### src/rtl/fpw_pkg.sv
package fpw_pkg;

  localparam int UNLOCK_LEN = 3;

  typedef enum logic [2:0] {
    ST_IDLE, ST_PREP, ST_SETUP, ST_PULSE, ST_HIGH, ST_RDLOW, ST_RDHIGH
  } fpwState_e;

  // strobes from control to datapath
  typedef struct packed {
    logic       accept;     // command accepted, latch page and poll mode
    logic       ldItem;     // load address/data of the next write
    logic       useUnlock;  // the next write is an unlock word
    logic [1:0] unlockSel;  // which unlock word
    logic       clrPoll;    // entering the poll phase
    logic       pollStep;   // one poll cycle elapsed
    logic       capture;    // sample read data this cycle
  } fpwStrobe_t;

  function automatic logic [14:0] unlockAddr(input logic [1:0] sel);
    return (sel == 2'd1) ? 15'h2AAA : 15'h5555;
  endfunction

  function automatic logic [7:0] unlockData(input logic [1:0] sel);
    case (sel)
      2'd0:    return 8'hAA;
      2'd1:    return 8'h55;
      default: return 8'hA0;
    endcase
  endfunction

endpackage

### src/rtl/fpw_ctrl.sv
module fpw_ctrl
  import fpw_pkg::*;
#(
  parameter int PAGE_BYTES  = 64,
  parameter int SETUP_CYC   = 10,
  parameter int PULSE_CYC   = 25,
  parameter int HOLD_CYC    = 26,
  parameter int READ_CYC    = 25,
  parameter int OE_HIGH_CYC = 40,
  localparam int OFS_W = $clog2(PAGE_BYTES)
) (
  input  logic             clk,
  input  logic             rstN,
  input  logic             start,
  input  logic             protectMode,
  input  logic             pollHit,
  input  logic             timeoutHit,
  output fpwStrobe_t       strb,
  output logic [OFS_W-1:0] byteIdx,
  output logic             byteReq,
  output logic             busy,
  output logic             done,
  output logic             timeoutErr,
  output logic             flashCeN,
  output logic             flashOeN,
  output logic             flashWeN,
  output logic             flashDoutEn
);

  localparam int M1     = (SETUP_CYC > PULSE_CYC) ? SETUP_CYC : PULSE_CYC;
  localparam int M2     = (HOLD_CYC > READ_CYC) ? HOLD_CYC : READ_CYC;
  localparam int M3     = (M1 > M2) ? M1 : M2;
  localparam int PH_MAX = (M3 > OE_HIGH_CYC) ? M3 : OE_HIGH_CYC;
  localparam int PH_W   = $clog2(PH_MAX + 1);
  localparam int ITEM_W = $clog2(PAGE_BYTES + UNLOCK_LEN + 1);

  fpwState_e         state, stateNext;
  logic [PH_W-1:0]   phCnt, phLen;
  logic [ITEM_W-1:0] itemCnt, prefix, byteOfs;
  logic              protQ, phEnd, isUnlock, lastItem, doneSet, errSet;

  assign prefix   = protQ ? ITEM_W'(UNLOCK_LEN) : '0;
  assign isUnlock = protQ && (itemCnt < ITEM_W'(UNLOCK_LEN));
  assign lastItem = (itemCnt == ITEM_W'(PAGE_BYTES - 1) + prefix);
  assign byteOfs  = itemCnt - prefix;
  assign byteIdx  = byteOfs[OFS_W-1:0];

  always_comb begin
    case (state)
      ST_SETUP:  phLen = PH_W'(SETUP_CYC - 1);
      ST_PULSE:  phLen = PH_W'(PULSE_CYC - 1);
      ST_HIGH:   phLen = PH_W'(HOLD_CYC - 1);
      ST_RDLOW:  phLen = PH_W'(READ_CYC - 1);
      ST_RDHIGH: phLen = PH_W'(OE_HIGH_CYC - 1);
      default:   phLen = '0;
    endcase
  end
  assign phEnd = (phCnt == phLen);

  always_comb begin
    stateNext = state;
    doneSet   = 1'b0;
    errSet    = 1'b0;
    case (state)
      ST_IDLE:  if (start) stateNext = ST_PREP;
      ST_PREP:  stateNext = ST_SETUP;
      ST_SETUP: if (phEnd) stateNext = ST_PULSE;
      ST_PULSE: if (phEnd) stateNext = ST_HIGH;
      ST_HIGH:  if (phEnd) stateNext = lastItem ? ST_RDLOW : ST_PREP;
      ST_RDLOW: begin
        if (phEnd && pollHit) begin
          stateNext = ST_IDLE;
          doneSet   = 1'b1;
        end else if (timeoutHit) begin
          stateNext = ST_IDLE;
          errSet    = 1'b1;
        end else if (phEnd) begin
          stateNext = ST_RDHIGH;
        end
      end
      ST_RDHIGH: begin
        if (timeoutHit) begin
          stateNext = ST_IDLE;
          errSet    = 1'b1;
        end else if (phEnd) begin
          stateNext = ST_RDLOW;
        end
      end
      default: stateNext = ST_IDLE;
    endcase
  end

  always_ff @(posedge clk or negedge rstN) begin
    if (!rstN) begin
      state      <= ST_IDLE;
      phCnt      <= '0;
      itemCnt    <= '0;
      protQ      <= 1'b0;
      done       <= 1'b0;
      timeoutErr <= 1'b0;
    end else begin
      state      <= stateNext;
      phCnt      <= (stateNext != state) ? '0 : phCnt + 1'b1;
      done       <= doneSet;
      timeoutErr <= errSet;
      if (state == ST_IDLE && start) begin
        itemCnt <= '0;
        protQ   <= protectMode;
      end else if (state == ST_HIGH && phEnd) begin
        itemCnt <= itemCnt + 1'b1;
      end
    end
  end

  always_comb begin
    strb           = '0;
    strb.accept    = (state == ST_IDLE) && start;
    strb.ldItem    = (state == ST_PREP);
    strb.useUnlock = isUnlock;
    strb.unlockSel = itemCnt[1:0];
    strb.clrPoll   = (state == ST_HIGH) && phEnd && lastItem;
    strb.pollStep  = (state == ST_RDLOW) || (state == ST_RDHIGH);
    strb.capture   = (state == ST_RDLOW) && phEnd;
  end

  assign busy        = (state != ST_IDLE);
  assign byteReq     = (state == ST_PREP) && !isUnlock;
  assign flashCeN    = (state == ST_IDLE);
  assign flashOeN    = (state != ST_RDLOW);
  assign flashWeN    = (state != ST_PULSE);
  assign flashDoutEn = (state == ST_SETUP) || (state == ST_PULSE) || (state == ST_HIGH);

endmodule

### src/rtl/fpw_datapath.sv
module fpw_datapath
  import fpw_pkg::*;
#(
  parameter int PAGE_W     = 9,
  parameter int OFS_W      = 6,
  parameter int DATA_W     = 8,
  parameter int POLL_LIMIT = 2750000,
  localparam int ADDR_W = PAGE_W + OFS_W,
  localparam int TM_W   = $clog2(POLL_LIMIT + 1)
) (
  input  logic              clk,
  input  logic              rstN,
  input  fpwStrobe_t        strb,
  input  logic [PAGE_W-1:0] pageNum,
  input  logic              pollToggle,
  input  logic [OFS_W-1:0]  byteIdx,
  input  logic [DATA_W-1:0] byteData,
  input  logic [DATA_W-1:0] flashDin,
  output logic [ADDR_W-1:0] flashAddr,
  output logic [DATA_W-1:0] flashDout,
  output logic              pollHit,
  output logic              timeoutHit
);

  logic [PAGE_W-1:0] pageQ;
  logic              toggleQ, prevBit6, prevValid;
  logic [TM_W-1:0]   timer;

  always_ff @(posedge clk or negedge rstN) begin
    if (!rstN) begin
      pageQ     <= '0;
      toggleQ   <= 1'b0;
      flashAddr <= '0;
      flashDout <= '0;
      timer     <= '0;
      prevBit6  <= 1'b0;
      prevValid <= 1'b0;
    end else begin
      if (strb.accept) begin
        pageQ   <= pageNum;
        toggleQ <= pollToggle;
      end
      if (strb.ldItem) begin
        if (strb.useUnlock) begin
          flashAddr <= ADDR_W'(unlockAddr(strb.unlockSel));
          flashDout <= DATA_W'(unlockData(strb.unlockSel));
        end else begin
          flashAddr <= {pageQ, byteIdx};
          flashDout <= byteData;
        end
      end
      if (strb.clrPoll) begin
        timer     <= '0;
        prevValid <= 1'b0;
      end else begin
        if (strb.pollStep) timer <= timer + 1'b1;
        if (strb.capture) begin
          prevBit6  <= flashDin[DATA_W-2];
          prevValid <= 1'b1;
        end
      end
    end
  end

  // flashDout still holds the last page byte while polling
  assign pollHit    = toggleQ ? (prevValid && (flashDin[DATA_W-2] == prevBit6))
                              : (flashDin[DATA_W-1] == flashDout[DATA_W-1]);
  assign timeoutHit = (timer == TM_W'(POLL_LIMIT - 1));

endmodule

### src/rtl/flash_page_writer.sv
module flash_page_writer
  import fpw_pkg::*;
#(
  parameter int PAGE_W      = 9,
  parameter int PAGE_BYTES  = 64,
  parameter int DATA_W      = 8,
  parameter int SETUP_CYC   = 10,
  parameter int PULSE_CYC   = 25,
  parameter int HOLD_CYC    = 26,
  parameter int READ_CYC    = 25,
  parameter int OE_HIGH_CYC = 40,
  parameter int POLL_LIMIT  = 2750000,
  localparam int OFS_W  = $clog2(PAGE_BYTES),
  localparam int ADDR_W = PAGE_W + OFS_W
) (
  input  logic              clk,
  input  logic              rstN,
  input  logic              start,
  input  logic [PAGE_W-1:0] pageNum,
  input  logic              protectMode,
  input  logic              pollToggle,
  output logic              byteReq,
  output logic [OFS_W-1:0]  byteIdx,
  input  logic [DATA_W-1:0] byteData,
  output logic              busy,
  output logic              done,
  output logic              timeoutErr,
  output logic              flashCeN,
  output logic              flashOeN,
  output logic              flashWeN,
  output logic [ADDR_W-1:0] flashAddr,
  output logic [DATA_W-1:0] flashDout,
  output logic              flashDoutEn,
  input  logic [DATA_W-1:0] flashDin
);

  fpwStrobe_t strb;
  logic       pollHit, timeoutHit;

  fpw_ctrl #(
    .PAGE_BYTES(PAGE_BYTES), .SETUP_CYC(SETUP_CYC), .PULSE_CYC(PULSE_CYC),
    .HOLD_CYC(HOLD_CYC), .READ_CYC(READ_CYC), .OE_HIGH_CYC(OE_HIGH_CYC)
  ) u_ctrl (
    .clk(clk), .rstN(rstN), .start(start), .protectMode(protectMode),
    .pollHit(pollHit), .timeoutHit(timeoutHit), .strb(strb),
    .byteIdx(byteIdx), .byteReq(byteReq), .busy(busy), .done(done),
    .timeoutErr(timeoutErr), .flashCeN(flashCeN), .flashOeN(flashOeN),
    .flashWeN(flashWeN), .flashDoutEn(flashDoutEn)
  );

  fpw_datapath #(
    .PAGE_W(PAGE_W), .OFS_W(OFS_W), .DATA_W(DATA_W), .POLL_LIMIT(POLL_LIMIT)
  ) u_dp (
    .clk(clk), .rstN(rstN), .strb(strb), .pageNum(pageNum),
    .pollToggle(pollToggle), .byteIdx(byteIdx), .byteData(byteData),
    .flashDin(flashDin), .flashAddr(flashAddr), .flashDout(flashDout),
    .pollHit(pollHit), .timeoutHit(timeoutHit)
  );

endmodule

### config.mk
export PLATFORM = sky130hd
export DESIGN_NAME = flash_page_writer
export DESIGN_NICKNAME = d
export VERILOG_FILES = /design/src/rtl/fpw_pkg.sv /design/src/rtl/fpw_ctrl.sv /design/src/rtl/fpw_datapath.sv /design/src/rtl/flash_page_writer.sv
export SDC_FILE = /design/constraint.sdc
export NUM_CORES = 1
export LEC_CHECK = 0
export BUFFER_PORTS_ARGS = -buffer_cell sky130_fd_sc_hd__buf_2
export CAP_MARGIN = 20
export CORE_ASPECT_RATIO = 1.25
export CORE_MARGIN = 1
export CORE_UTILIZATION = 40
export CTS_CLUSTER_SIZE = 25
export DETAILED_ROUTE_END_ITERATION = 8
export PLACE_DENSITY = 0.57
export SYNTH_ARGS = -nofsm -noshare
export SYNTH_HDL_FRONTEND = slang
export SYNTH_SLANG_ARGS = --single-unit
export TNS_END_PERCENT = 10
### constraint.sdc
create_clock -name clk -period 3 [get_ports clk]
set_input_delay 0.45 -clock clk [delete_from_list [all_inputs] [get_ports clk]]
set_output_delay 0.45 -clock clk [all_outputs]
set_load 0.005 [all_outputs]
After elaboration in Yosys (flattened, before gate mapping). Index checks and enable logic that the tools add are counted.

Flip-flop bits (word level): 76. Logic and storage cells: 85. Bits of input ports: 30.

$lt $le $gt $ge: 1. Reductions and logical operators: 20. Multiplexer cells: 30. Eq/ne operators: 15. Bitwise gates (word level): 1. Add/sub/neg operators: 5.

Operators with widths (number): $mux 22 (2); $mux 15 (2); $mux 3 (10); $pmux 6 s4 (1); $add 22x1->22 const B (1); $eq 22x22->1 const B (1); $pmux 3 s7 (1); $pmux 8 s2 (1); $mux 7 (2); $eq 3x3->1 const B (3); $logic_and 1x1->1 (8); $mux 8 (1); $add 6x7->7 const A (1); $add 7x1->7 const B (1); $eq 7x7->1 (1); $lt 7x2->1 const B (1); $mux 1 (7); $add 6x1->6 const B (1); $eq 3x2->1 const B (2); $eq 6x6->1 (1); $mux 6 (1); $reduce_bool 2->1 (3); $sub 6x6->6 (1); $eq 3x1->1 const B (1); 15 further kinds (18).

Logic depth before layout (Yosys ltp).
Depth after elaboration: 10. Gate-level depth with buffers: 10. Gate-level depth less buffers: 8.

Modules after synthesis. Synthesis repeated with hierarchy kept, for this count alone.

Cell total of the unflattened synthesis: 431. Area, all modules: 4052.6 sq um.

By module, submodules not included: fpw_datapath (instances 1, area an instance 2578.7 sq um, cells each 258, sequential area each 1426.4 sq um); fpw_ctrl (instances 1, area an instance 1473.9 sq um, cells each 173, sequential area each 475.5 sq um).

Worst setup path before layout. No wires, ideal clock.

Kind: reg2reg. From: reg u_ctrl.state[2]. To: reg u_ctrl.itemCnt[5]. Path buffers: 1. Path slack: 0.465 ns. Stages on the path, launching flop included: 9. Data arrival time: 2.407 ns. Setup time: 0.127 ns. Path through: dfrtp_1 buf_6 clkinv_1 ha_1 xor2_1 o211ai_1 or2_4 or4_1 mux2_1.

Word-level cells in the longest chain between the ends: 6. Elaborated cells on any way between the ends: 13.

RTL lines: start: declaration (line fpw_ctrl.sv:37) `fpwState_e state, stateNext;`; start signal: assignment (line fpw_ctrl.sv:102) `state <= stateNext;`; $eq 3x2->1 / $eq 3x3->1 (equally long branches) (line fpw_ctrl.sv:49) `case (state)`; $reduce_or 2->1 (no source line); $pmux 6 s4 (line fpw_ctrl.sv:49); $eq 6x6->1 (line fpw_ctrl.sv:58) `assign phEnd = (phCnt == phLen);`; $logic_and 1x1->1 (line fpw_ctrl.sv:109) `end else if (state == ST_HIGH && phEnd) begin`; $reduce_bool 2->1 (no source line); end signal: assignment (line fpw_ctrl.sv:110) `itemCnt <= itemCnt + 1'b1;`; end: declaration (line fpw_ctrl.sv:39) `logic [ITEM_W-1:0] itemCnt, prefix, byteOfs;`.

Parallel ways exist; a longest one is shown, timed or not. A chain may end at the register's enable or synchronous reset.

Worst setup path after layout. Ends and elaborated chain as after synthesis.

==> flow_summary.ini <==
[worst_setup_path]
worst-path-max-fanout = 11
slowest_delay_ns = 0.54
slowest_stage = dfrtp_1
path_class = reg2reg
worstPathBufferInverterCount = 1
cp_top_family = simple AND/OR/NAND/NOR gates
crit_chain = clkinv_1 -> ha_1 -> xor2_1 -> o211ai_1 -> or2_4 -> or4_1 -> mux2_1
endpoint_kind = flop
critPathArrivalTime_ns = 2.95
critPathLaunchType = flop
cp.required_ns = 3.21

[timing]
tns_ns = 0
drv_slew = 0
whs_ns = 0.3403
fmaxAchievable_mhz = 364.7
period_minus_slack_ns = 2.742
rsz0062_at_grt = no
max_slew.worst_pin.slew_ns = 0.7292
fin_crit_sh_pct = 91.40
finalHoldViolCount = 0
finalSetupViolCount = 0
relSlewSlack_pct = 50.94
fin_skew_ns = 0.004490

[clocking]
clock_sinks = 76
cts_setup_buffers = 0
ctsRootBufferMaster = clkbuf_16
max-clock-path-buffers = 2
cts_buffers = 9
clk_pin_slew_ns = 0.06
htreeDepth = 3
clock_latency_ns = 0.33
cts_tree = built

[power]
p_int_mw = 1.893
p_sw_share_pct = 19.46
clkPwrFrac_pct = 53.4
p_leak_nw = 2.292
peakVddDrop_uv = 256.0
p_comb_share_pct = 2.6
p_sw_mw = 0.4573
seq_power_share_pct = 44.0
p_per_area_nw_per_um2 = 485.8

[route]
finalWirelength_um = 8745
vias_per_cell = 5.185
num_vias = 3163
wl_per_cell_um = 14.34
drc = 0
drtIter0Drc = 137
firstDrtPassIters = 4
ant_nets = 0

[floorplan]
start_util_pct = 41.28
dieHeight_um = 113.3
io_pins = 67
core_um2 = 9609
dieArea_um2 = 10320
rows = 40
die_w_um = 91.07

[synth]
yosysTopAreaCell = dfrtp_1
synth.net_count = 450
synthTopCellsByArea = dfrtp_1 48%, xor2_1 4.6%, nor2_1 4.3%, xnor2_1 3.8%, nand2_1 3.7%
synthArstFlopShare_pct = 100.0
syn-cell-area_um2 = 3966
synthCells = 410
synth_area_per_cell_um2 = 9.674
yosys_warnings = 0
synthFlopType = dfrtp_1
ys_ff_latch = 76
synth.distinct_cells = 49
seq_area_frac_synth_pct = 47.95
yosysTopAreaCellShare_pct = 47.95
synth-edff-count = 0

[place]
port_buffers = 60
dpl.hpwl_um = 6094
gp_congestion = 0.7600

[final_layout]
fillers = 920
syn_to_final_growth_pct = 21.99
antenna_cells = 0
multi_input_area_um2 = 1919
layout.nets = 519
drive_gt1_share_pct = 22.52
finalCoreUtilization_pct = 50.35
seqCellArea_um2 = 1902

[global_routing]
grt_pass1_vias = 3156
overflow = 0
grt_max_degree = 77
gr-usage-met2_pct = 31.31
grt_pass1_wl_um = 15260
grt_util_met3_pct = 4.368
antenna_found_initial = 0
track_usage_pct = 18.51
top_usage_layer = met2
gr-usage-met1_pct = 23.23

[flow_run]
drv_cap = 0

[worst_hold_path]
holdCritPathClass = in2reg

[outcome]
outcome = complete, no violations
==> power by group through the flow <==
stage / Sequential, mW / Combinational (mW) / Clock (mW)
after floorplan: 1.05 / 0.0108 / 0
after global placement: 1.05 / 0.0578 / 0
after detailed placement: 1.05 / 0.0586 / 0
after CTS: 1.03 / 0.0587 / 1.29
after global routing: 1.03 / 0.0723 / 1.33
final: 1.03 / 0.0614 / 1.25
==> cells in the mapped netlist (all sizes together) (2+ instances only) <==
cell type	count
a211oi	9
a21boi	2
a21o	4
a21oi	21
a31oi	3
a32o	3
and2	5
and3	4
buf	4
clkbuf	15
dfrtp	76
ha	9
inv	14
mux2	12
mux2i	4
nand2	39
nand2b	4
nand3	16
nand4	8
nor2	45
nor2b	7
nor3	10
nor4	6
nor4b	3
o21ai	28
o31ai	4
xnor2	17
xor2	21
==> path summary, 6_finish.rpt <==
| kind | slack [ns] | cells past startpoint | start | to |
|---|---|---|---|---|
| min in group asynchronous | 0.51 | 2 | rstN | u_dp.flashAddr[8]$_DFFE_PN0P_ |
| min | 0.34 | 3 | protectMode | u_ctrl.protQ$_DFFE_PN0P_ |
| min reg2reg | 0.47 | 2 | u_dp.flashAddr[8]$_DFFE_PN0P_ | u_dp.flashAddr[8]$_DFFE_PN0P_ |
| max | 0.26 | 7 | u_ctrl.state[2]$_DFF_PN0_ | u_ctrl.itemCnt[5]$_DFFE_PN0P_ |
| max reg2reg | 0.26 | 7 | u_ctrl.state[2]$_DFF_PN0_ | u_ctrl.itemCnt[5]$_DFFE_PN0P_ |
| max in group asynchronous | 1.93 | 3 | rstN | u_dp.prevValid$_DFFE_PN0P_ |
==> placed cells by master, fill, tap and decap left out, drive strengths merged, types with 5 or more instances in the layout <==
master,count
xnor2,17
buf,76
a21oi,21
and2,5
nand4,8
clkbuf,10
nor3,10
nand3,16
nor2b,7
nor4,6
nand2,39
a211oi,9
ha,9
dfrtp,76
mux2,12
inv,14
nor2,45
o21ai,28
xor2,21
==> state kept, by name (all words and copies together), names as in the netlist, 3 cells and up <==
register and count:
u_ctrl.itemCnt 7, u_ctrl.phCnt 6, u_ctrl.state 3, u_dp.flashAddr 15
u_dp.flashDout 8, u_dp.pageQ 9, u_dp.timer 22
==> stage by stage <==
stage               setup WS [ns]  instance area [µm²]  power, mW  cells
floorplan                  0.4655                 3966      1.065    410
global placement           0.3437                 4451      1.111    592
detailed placement         0.3098                 4451      1.112    592
CTS                        0.2847                 4801      2.383    608
global route               0.1381                 4838      2.434    610
finish                     0.2580                 4838      2.350    610
==> cells by family after synthesis <==
kind of cell    Yosys count  synth area share [%]
mux                      16                 4.416
simple gates            152                 18.64
fa+ha+maj                10                 3.344
buf+inv                  34                 3.659
xor+xnor                 38                 8.391
compound gates           84                 13.60
flops                    76                 47.95
==> final cells by class <==
type	count	area share, %
Inverter	15	1.164
Clock buffer	10	4.939
Tap cell	126	3.258
Timing Repair Buffer	77	9.361
Multi-Input combinational cell	300	39.67
Clock inverter	6	2.302
Sequential cell	76	39.31
==> routing by layer <==
layer  up-vias  wire length (µm)
met5         -                 0
met4         0               129
met3        11               347
met2        61              4281
met1      1520              3986
li1       1571                 -
==> worst register-to-register path, stage by stage (launching register included) <==
cell	delay (ns)
dfrtp_1	0.54
clkinv_1	0.31
ha_1	0.37
xor2_1	0.14
o211ai_1	0.12
or2_4	0.28
or4_1	0.53
mux2_1	0.33
==> what timing repair did <==
item	4_1_cts	5_1_grt
gates resized for setup	0	0
hold endpoints to repair	0	11
hold buffers	0	1
No activity file was read; power rests on OpenSTA's default activity.
